<file path="config.mk">
export PLATFORM = sky130hd
export DESIGN_NAME = cxfer_unit
export DESIGN_NICKNAME = d
export VERILOG_FILES = /design/src/rtl/cxfer_pkg.sv /design/src/rtl/cxfer_decode.sv /design/src/rtl/cxfer_offset.sv /design/src/rtl/cxfer_resolve.sv /design/src/rtl/cxfer_unit.sv
export SDC_FILE = /design/constraint.sdc
export NUM_CORES = 1
export LEC_CHECK = 0
export BUFFER_PORTS_ARGS = -buffer_cell sky130_fd_sc_hd__buf_4
export CAP_MARGIN = 10
export CORE_ASPECT_RATIO = 1.2
export CORE_UTILIZATION = 60
export DETAILED_ROUTE_END_ITERATION = 10
export HOLD_SLACK_MARGIN = 0.15
export PLACE_DENSITY = 0.95
export SYNTH_ARGS = -nofsm -noshare
export SYNTH_HDL_FRONTEND = slang
export SYNTH_SLANG_ARGS = --single-unit
</file>
<file path="constraint.sdc">
create_clock -name clk -period 2.6 [get_ports clk]
set_clock_uncertainty 0.05 [all_clocks]
set_input_delay 0.39 -clock clk [delete_from_list [all_inputs] [get_ports clk]]
set_output_delay 0.39 -clock clk [all_outputs]
set_load 0.005 [all_outputs]
</file>
<file path="src/rtl/cxfer_pkg.sv">
`timescale 1ns/1ps
package cxfer_pkg;

  typedef enum logic [2:0] {
    OP_NONE = 3'd0,
    OP_J    = 3'd1,
    OP_JR   = 3'd2,
    OP_JALR = 3'd3,
    OP_BEQZ = 3'd4,
    OP_BNEZ = 3'd5
  } xfer_op_e;

  localparam int unsigned REG_IDX_W  = 5;
  localparam int unsigned STEP_BYTES = 2;
  localparam logic [REG_IDX_W-1:0] LINK_REG = 5'd1;

  localparam logic [1:0] QUAD_ONE  = 2'b01;
  localparam logic [1:0] QUAD_TWO  = 2'b10;
  localparam logic [2:0] F3_JUMP   = 3'b101;
  localparam logic [2:0] F3_BRZ    = 3'b110;
  localparam logic [2:0] F3_BRNZ   = 3'b111;
  localparam logic [2:0] F3_REGJMP = 3'b100;

endpackage

</file>
<file path="src/rtl/cxfer_decode.sv">
`timescale 1ns/1ps
module cxfer_decode
  import cxfer_pkg::*;
(
  input  logic [15:0]          insn,
  output xfer_op_e             op,
  output logic [REG_IDX_W-1:0] src_idx,
  output logic                 src_zero
);

  logic [1:0] quad;
  logic [2:0] f3;
  logic [4:0] rs_field;
  logic [4:0] low_field;

  assign quad      = insn[1:0];
  assign f3        = insn[15:13];
  assign rs_field  = insn[11:7];
  assign low_field = insn[6:2];
  assign src_zero  = (rs_field == '0);

  always_comb begin
    op      = OP_NONE;
    src_idx = '0;
    case (quad)
      QUAD_ONE: begin
        case (f3)
          F3_JUMP: op = OP_J;
          F3_BRZ: begin
            op      = OP_BEQZ;
            src_idx = {2'b01, insn[9:7]};
          end
          F3_BRNZ: begin
            op      = OP_BNEZ;
            src_idx = {2'b01, insn[9:7]};
          end
          default: op = OP_NONE;
        endcase
      end
      QUAD_TWO: begin
        if (f3 == F3_REGJMP && low_field == '0) begin
          src_idx = rs_field;
          op      = insn[12] ? OP_JALR : OP_JR;
        end
      end
      default: op = OP_NONE;
    endcase
  end

endmodule

</file>
<file path="src/rtl/cxfer_offset.sv">
`timescale 1ns/1ps
module cxfer_offset #(
  parameter int unsigned XLEN = 32
) (
  input  logic [12:2]     field,
  output logic [XLEN-1:0] jump_off,
  output logic [XLEN-1:0] branch_off
);

  localparam int unsigned J_W = 12;
  localparam int unsigned B_W = 9;

  logic [J_W-1:0] j_raw;
  logic [B_W-1:0] b_raw;

  always_comb begin
    j_raw      = '0;
    j_raw[11]  = field[12];
    j_raw[10]  = field[8];
    j_raw[9:8] = field[10:9];
    j_raw[7]   = field[6];
    j_raw[6]   = field[7];
    j_raw[5]   = field[2];
    j_raw[4]   = field[11];
    j_raw[3:1] = field[5:3];
  end

  always_comb begin
    b_raw      = '0;
    b_raw[8]   = field[12];
    b_raw[7:6] = field[6:5];
    b_raw[5]   = field[2];
    b_raw[4:3] = field[11:10];
    b_raw[2:1] = field[4:3];
  end

  assign jump_off   = {{(XLEN-J_W){j_raw[J_W-1]}}, j_raw};
  assign branch_off = {{(XLEN-B_W){b_raw[B_W-1]}}, b_raw};

endmodule

</file>
<file path="src/rtl/cxfer_resolve.sv">
`timescale 1ns/1ps
module cxfer_resolve
  import cxfer_pkg::*;
#(
  parameter int unsigned XLEN = 32
) (
  input  xfer_op_e        op,
  input  logic            src_zero,
  input  logic [XLEN-1:0] pc,
  input  logic [XLEN-1:0] reg_val,
  input  logic [XLEN-1:0] jump_off,
  input  logic [XLEN-1:0] branch_off,
  output logic [XLEN-1:0] next_pc,
  output logic            wr_en,
  output logic [XLEN-1:0] wr_data,
  output logic            fail
);

  localparam logic [XLEN-1:0] STEP = XLEN'(STEP_BYTES);

  logic [XLEN-1:0] seq_pc;
  logic            val_zero;

  assign seq_pc   = pc + STEP;
  assign val_zero = (reg_val == '0);
  assign wr_data  = seq_pc;

  always_comb begin
    next_pc = pc;
    wr_en   = 1'b0;
    fail    = 1'b0;
    case (op)
      OP_J:    next_pc = pc + jump_off;
      OP_JR: begin
        if (src_zero) fail = 1'b1;
        else          next_pc = reg_val;
      end
      OP_JALR: begin
        if (src_zero) begin
          fail = 1'b1;
        end else begin
          next_pc = reg_val;
          wr_en   = 1'b1;
        end
      end
      OP_BEQZ: next_pc = val_zero  ? pc + branch_off : seq_pc;
      OP_BNEZ: next_pc = !val_zero ? pc + branch_off : seq_pc;
      default: fail = 1'b1;
    endcase
  end

endmodule

</file>
<file path="src/rtl/cxfer_unit.sv">
`timescale 1ns/1ps
module cxfer_unit
  import cxfer_pkg::*;
#(
  parameter int unsigned XLEN = 32
) (
  input  logic                 clk,
  input  logic                 rst_n,
  input  logic                 in_valid,
  output logic                 in_ready,
  input  logic [15:0]          in_insn,
  input  logic [XLEN-1:0]      in_pc,
  output logic [REG_IDX_W-1:0] rd_idx,
  input  logic [XLEN-1:0]      rd_val,
  output logic                 out_valid,
  input  logic                 out_ready,
  output logic [XLEN-1:0]      out_next_pc,
  output logic                 out_wr_en,
  output logic [REG_IDX_W-1:0] out_wr_idx,
  output logic [XLEN-1:0]      out_wr_data,
  output logic                 out_fail
);

  xfer_op_e        op;
  logic            src_zero;
  logic [XLEN-1:0] jump_off;
  logic [XLEN-1:0] branch_off;
  logic [XLEN-1:0] nxt_pc;
  logic            nxt_wen;
  logic [XLEN-1:0] nxt_wdata;
  logic            nxt_fail;
  logic            take;

  cxfer_decode u_decode (
    .insn     (in_insn),
    .op       (op),
    .src_idx  (rd_idx),
    .src_zero (src_zero)
  );

  cxfer_offset #(.XLEN(XLEN)) u_offset (
    .field      (in_insn[12:2]),
    .jump_off   (jump_off),
    .branch_off (branch_off)
  );

  cxfer_resolve #(.XLEN(XLEN)) u_resolve (
    .op         (op),
    .src_zero   (src_zero),
    .pc         (in_pc),
    .reg_val    (rd_val),
    .jump_off   (jump_off),
    .branch_off (branch_off),
    .next_pc    (nxt_pc),
    .wr_en      (nxt_wen),
    .wr_data    (nxt_wdata),
    .fail       (nxt_fail)
  );

  assign in_ready   = !out_valid || out_ready;
  assign take       = in_valid && in_ready;
  assign out_wr_idx = LINK_REG;

  always_ff @(posedge clk or negedge rst_n) begin
    if (!rst_n) begin
      out_valid   <= 1'b0;
      out_next_pc <= '0;
      out_wr_en   <= 1'b0;
      out_wr_data <= '0;
      out_fail    <= 1'b0;
    end else begin
      if (in_ready) out_valid <= in_valid;
      if (take) begin
        out_next_pc <= nxt_pc;
        out_wr_en   <= nxt_wen;
        out_wr_data <= nxt_wdata;
        out_fail    <= nxt_fail;
      end
    end
  end

endmodule

</file>
==> flow_metrics.env, run 1 <==
export IMPL_die_height_um=121
export IMPL_ys_seq_elements=67
export IMPL_status="did not finish"
export IMPL_synth_edff_count=0
export IMPL_cts_sinks=67
export IMPL_stop_stage="5_1_grt"
export IMPL_cts_path_max_buffers=2
export IMPL_htreeDepth=3
export IMPL_yosys_warnings=0
export IMPL_die_x_um=101
export IMPL_synthFlopType="dfrtp_1"
export IMPL_grt_max_degree=78
export IMPL_grt_pass1_wl_mm=86.4
export IMPL_portBuffers=156
export IMPL_synthArstFlopShare=1.00
export IMPL_grt_pass1_vias=13618
export IMPL_io_pins=162
export IMPL_rows=43
export IMPL_grt_remaining_overflow=466
export IMPL_gp_congestion=1.06
export IMPL_syn_area_per_cell_um2=7.80
export IMPL_synth_cell_types=82
export IMPL_grtUsageTotal=0.944
export IMPL_cts_buffers=9
export IMPL_start_util=0.614
export IMPL_synth_cells=911
export IMPL_error_line="[ERROR GRT-0116] Global routing finished with congestion. Check the congestion regions in the DRC Viewer."
export IMPL_ys_seq_area_frac=0.236
export IMPL_syn_area_um2=7110
export IMPL_cts_root_buf="clkbuf_16"
export IMPL_dp_hpwl_mm=27.7
[logic make-up after synthesis]
logic type	after synthesis	synth area share
compound gates	329	0.318
xor+xnor	58	0.0715
fa+ha+maj	40	0.0715
buf+inv	77	0.0493
flops	67	0.236
mux	18	0.0255
other cells	2	0.00106
simple gates	320	0.227
[synthesized netlist by cell type, drive strengths merged (3+ instances only)]
cell | number | share of area
and4 | 5 | 0.0062
o21bai | 3 | 0.0032
nor4 | 14 | 0.013
or2 | 4 | 0.0035
inv | 14 | 0.0074
dfrtp | 67 | 0.24
and2 | 6 | 0.0053
nor2 | 76 | 0.043
o21a | 11 | 0.012
and3 | 16 | 0.014
buf | 34 | 0.027
nand3b | 3 | 0.0037
ha | 39 | 0.069
a2111oi | 3 | 0.0046
o221a | 3 | 0.0048
a211o | 7 | 0.0086
nor3 | 16 | 0.016
o41ai | 4 | 0.0049
a221oi | 15 | 0.020
mux2i | 17 | 0.024
xnor2 | 26 | 0.032
a221o | 6 | 0.0085
a21o | 16 | 0.017
nand2 | 103 | 0.054
xor2 | 32 | 0.039
a31oi | 23 | 0.022
o22ai | 20 | 0.018
or4 | 4 | 0.0042
nor3b | 5 | 0.0053
o211ai | 4 | 0.0042
o21ai | 83 | 0.059
nand3 | 25 | 0.018
o31ai | 7 | 0.0074
a211oi | 12 | 0.013
o221ai | 21 | 0.026
or3 | 6 | 0.0053
a21oi | 64 | 0.050
nand4 | 18 | 0.018
nor2b | 6 | 0.0053
clkbuf | 29 | 0.015
nand2b | 12 | 0.011
a21boi | 4 | 0.0042
[layer usage]
layer / global-route usage / overflow
met1: 0.899 / 11
met2: 1.09 / 276
met3: 0.798 / 27
met4: 1.04 / 144
met5: 0.597 / 8
[what timing repair did]
| item | CTS |
|---|---|
| setup buffers | 9 |
| endpoints found under the hold margin | 45 |
| pin swaps | 16 |
| hold buffers | 1 |
| gates resized for setup | 60 |
| endpoints found under the setup margin | 18 |
[metrics by stage]
step | utilization | instance area, µm² | cells | setup WS, ns
3_3_place_gp | 0.869 | 10100 | 1398 | -0.296
4_1_cts | 0.934 | 10800 | 1424 | -0.0148
2_1_floorplan | - | 7140 | 914 | 0.00608
3_5_place_dp | 0.869 | 10100 | 1398 | -0.531
==> inputs of run 2 (changes only) <==
--- a/config.mk
+++ b/config.mk
@@ -7,11 +7,9 @@
 export LEC_CHECK = 0
 export BUFFER_PORTS_ARGS = -buffer_cell sky130_fd_sc_hd__buf_4
 export CAP_MARGIN = 10
-export CORE_ASPECT_RATIO = 1.2
-export CORE_UTILIZATION = 60
+export CORE_UTILIZATION = 40
 export DETAILED_ROUTE_END_ITERATION = 10
-export HOLD_SLACK_MARGIN = 0.15
-export PLACE_DENSITY = 0.95
+export PLACE_DENSITY_LB_ADDON = 0.15
 export SYNTH_ARGS = -nofsm -noshare
 export SYNTH_HDL_FRONTEND = slang
 export SYNTH_SLANG_ARGS = --single-unit
==> run 2 against run 1 <==
Compared with the run above:
- the flow now finishes without violations
- synthesized area stayed put
- synthesized cell count did not move
==> flow_metrics.env, run 2 <==
export IMPL_status="finished clean"
export IMPL_synthMostInstantiatedCell="nand2_1"
export IMPL_clk_pin_slew_worst_paths_ns=0.06
export IMPL_grtUsageTotal=0.326
export IMPL_synth_cell_types=82
export IMPL_cts_hold_buffers_added=0
export IMPL_grt_remaining_overflow=0
export IMPL_clk_latency_ns=0.34
export IMPL_synth_top_family_by_area="compound AO/OA/AOI/OAI gates"
export IMPL_dpl_cell_area_um2=10400
export IMPL_crit_path_max_fanout=6
export IMPL_critical_path_depth=11
export IMPL_dp_hpwl_mm=24.4
export IMPL_globalRouteMet3Util=0.0700
export IMPL_drv_slew=0
export IMPL_coreArea_um2=17300
export IMPL_ys_seq_area_frac=0.236
export IMPL_setup_viol=0
export IMPL_cts_buffers=9
export IMPL_num_vias=8951
export IMPL_synth_top_area_share=0.236
export IMPL_wl_per_cell_um=19.8
export IMPL_layout_worst_path_cycle_share=0.986
export IMPL_finalCriticalPeriod_ns=2.56
export IMPL_critical_path_slowest_cell="a211o_1"
export IMPL_power_switching_uw=1620
export IMPL_p_leak_uw=0.00486
export IMPL_design_area_um2=10800
export IMPL_hold_path_class="in -> async"
export IMPL_hold_violations=0
export IMPL_final_layout_size_suffix_gt1_frac=0.384
export IMPL_cts_path_max_buffers=2
export IMPL_layout_cells_non_filler=1511
export IMPL_met1_usage=0.438
export IMPL_path_class="in -> reg"
export IMPL_met2_usage=0.509
export IMPL_final_common_cell="buf_4"
export IMPL_synth_xor_area_frac=0.0715
export IMPL_cts_root_buf="clkbuf_16"
export IMPL_reg2reg_depth=6
export IMPL_intPower_uw=2860
export IMPL_syn_area_um2=7110
export IMPL_p_comb_frac=0.447
export IMPL_antenna_found_initial=0
export IMPL_crit_required_ns=2.78
export IMPL_yosys_warnings=0
export IMPL_cts_sinks=67
export IMPL_die_x_um=135
export IMPL_path_delay_family="compound AO/OA/AOI/OAI gates"
export IMPL_seq_power_share=0.286
export IMPL_area_delta_synth_final_pct=51.6
export IMPL_grt_pass1_wl_mm=45.2
export IMPL_synth_area_leaders="dfrtp_1, ha_1, nand2_1"
export IMPL_diodes=0
export IMPL_synth_edff_count=0
export IMPL_rows=48
export IMPL_path_cells="buf_4 -> ha_1 -> a211oi_2 -> o21ai_2 -> o31a_1 -> a211o_1 -> buf_4 -> a21oi_2 -> xnor2_1 -> a221oi_2 -> nor2_1"
export IMPL_crit_path_end_kind="flip-flop"
export IMPL_fin_util=0.623
export IMPL_start_util=0.411
export IMPL_route_detailed_drc=0
export IMPL_worst_slack_ns=0.0355
export IMPL_drt_iter0_drc=755
export IMPL_drv_cap=0
export IMPL_synth_fa_ha_area_frac=0.0715
export IMPL_tns_ns=0
export IMPL_postCtsSetupRepairBufs=0
export IMPL_crit_buf_inv=2
export IMPL_final_nets=1405
export IMPL_clkPwrFrac=0.267
export IMPL_critical_path_max_stage_delay_ns=0.41
export IMPL_portBuffers=156
export IMPL_yosys_area_top_type="dfrtp_1"
export IMPL_syn_area_per_cell_um2=7.80
export IMPL_ctsResizeCount=0
export IMPL_worstPathArrival_ns=2.75
export IMPL_ys_seq_elements=67
export IMPL_pwr_density_cell_nw_per_um2=417
export IMPL_grt_busiest_layer="met2"
export IMPL_worstSetupStartpointType="input port"
export IMPL_postRouteAntennaNets=0
export IMPL_crit_top_cell="buf_4"
export IMPL_switching_share=0.362
export IMPL_worst_pin_slew_ns=0.904
export IMPL_synthFlopType="dfrtp_1"
export IMPL_io_pins=162
export IMPL_synth_cells=911
export IMPL_die_height_um=135
export IMPL_irDropWorstVdd_mv=0.326
export IMPL_via_per_inst=5.92
export IMPL_grt_max_degree=68
export IMPL_dp_cells=1495
export IMPL_wl_mm=29.9
export IMPL_die_area_um2=18300
export IMPL_first_pass_iters=6
export IMPL_grt_setup_unrepaired="true"
export IMPL_synthSimpleGateAreaFrac=0.227
export IMPL_final_cell_mix="buf_4, nand2_1, nor2_1, o21ai_0, dfrtp_1"
export IMPL_max_slew_margin_rel=0.397
export IMPL_grt_pass1_vias=8364
export IMPL_cts_tree="built"
export IMPL_gp_congestion=0.992
export IMPL_fmax_mhz=390
export IMPL_synth_mux_area_frac=0.0255
export IMPL_fillCellCount=1579
export IMPL_synth_compound_area_frac=0.318
export IMPL_synthArstFlopShare=1.00
export IMPL_htreeDepth=3
export IMPL_synth_commonest_cells="nand2_1, nor2_1, o21ai_0, dfrtp_1, a21oi_1"
export IMPL_largestRegisters="out_next_pc: 32 flops, out_wr_data: 32 flops"
export IMPL_post_place_ws_ns=-0.344
## run 2: cell counts after synthesis
Identical to the previous run, type by type.
## run 2: per-layer routing
| metal | vias to the layer above | routed length (µm) |
|---|---|---|
| li1 | 4195 | - |
| met1 | 4256 | 12800 |
| met2 | 444 | 13300 |
| met3 | 56 | 2880 |
| met4 | 0 | 819 |
| met5 | - | 0 |
## run 2: path summary, 6_finish.rpt
kind / slack (ns) / end / start
max: 0.04 / out_next_pc[28] / in_insn[4]
min: 0.08 / out_next_pc[8] / rst_n
max reg2reg: 0.59 / out_next_pc[26] / out_valid
min reg2reg: 0.43 / out_next_pc[0] / out_next_pc[0]
max in group asynchronous: 1.79 / out_wr_data[20] / rst_n
min in group clk: 0.21 / out_wr_data[0] / in_pc[0]
## run 2: worst register-to-register path, stage by stage (launching register included)
cell	delay (ns)
dfrtp_1	0.38
nand2b_1	0.18
and2_1	0.41
buf_12	0.22
o221ai_1	0.23
a221oi_1	0.36
nor2_1	0.07
## run 2: logic make-up after synthesis
| logic type | count (synthesis) |
|---|---|
| other | 2 |
| buffers and inverters | 77 |
| XOR/XNOR | 58 |
| AO/OA/AOI/OAI | 329 |
| multiplexers | 18 |
| flip-flops | 67 |
| adder cells (fa/ha/maj) | 40 |
| AND/OR/NAND/NOR | 320 |
## run 2: layout make-up
type | count | area, µm² | share of cell area
timing repair buffer | 419 | 3250 | 0.302
clock buffer | 10 | 239 | 0.0222
clock inverter | 6 | 48.8 | 0.00453
multi-input combinational | 770 | 5230 | 0.485
sequential | 67 | 1680 | 0.156
tap | 225 | 282 | 0.0261
inverter | 14 | 52.6 | 0.00488
## run 2: power groups by stage
stage	Sequential, µW	Clock (µW)	Combinational, µW
after global placement	1300	0	1920
after detailed placement	1300	0	1950
after CTS	1290	1210	1950
after floorplan	1290	0	855
final	1290	1200	2000
after global routing	1300	1260	2150
## run 2: per-stage QoR
step | power (µW) | hold slack [ns]
5_1_grt | 4700 | 0.172
3_5_place_dp | 3250 | 0.418
6_report | 4490 | 0.0830
2_1_floorplan | 2150 | 0.0444
4_1_cts | 4450 | 0.153
3_3_place_gp | 3220 | 0.409
Power figures use the tool's default switching activity.
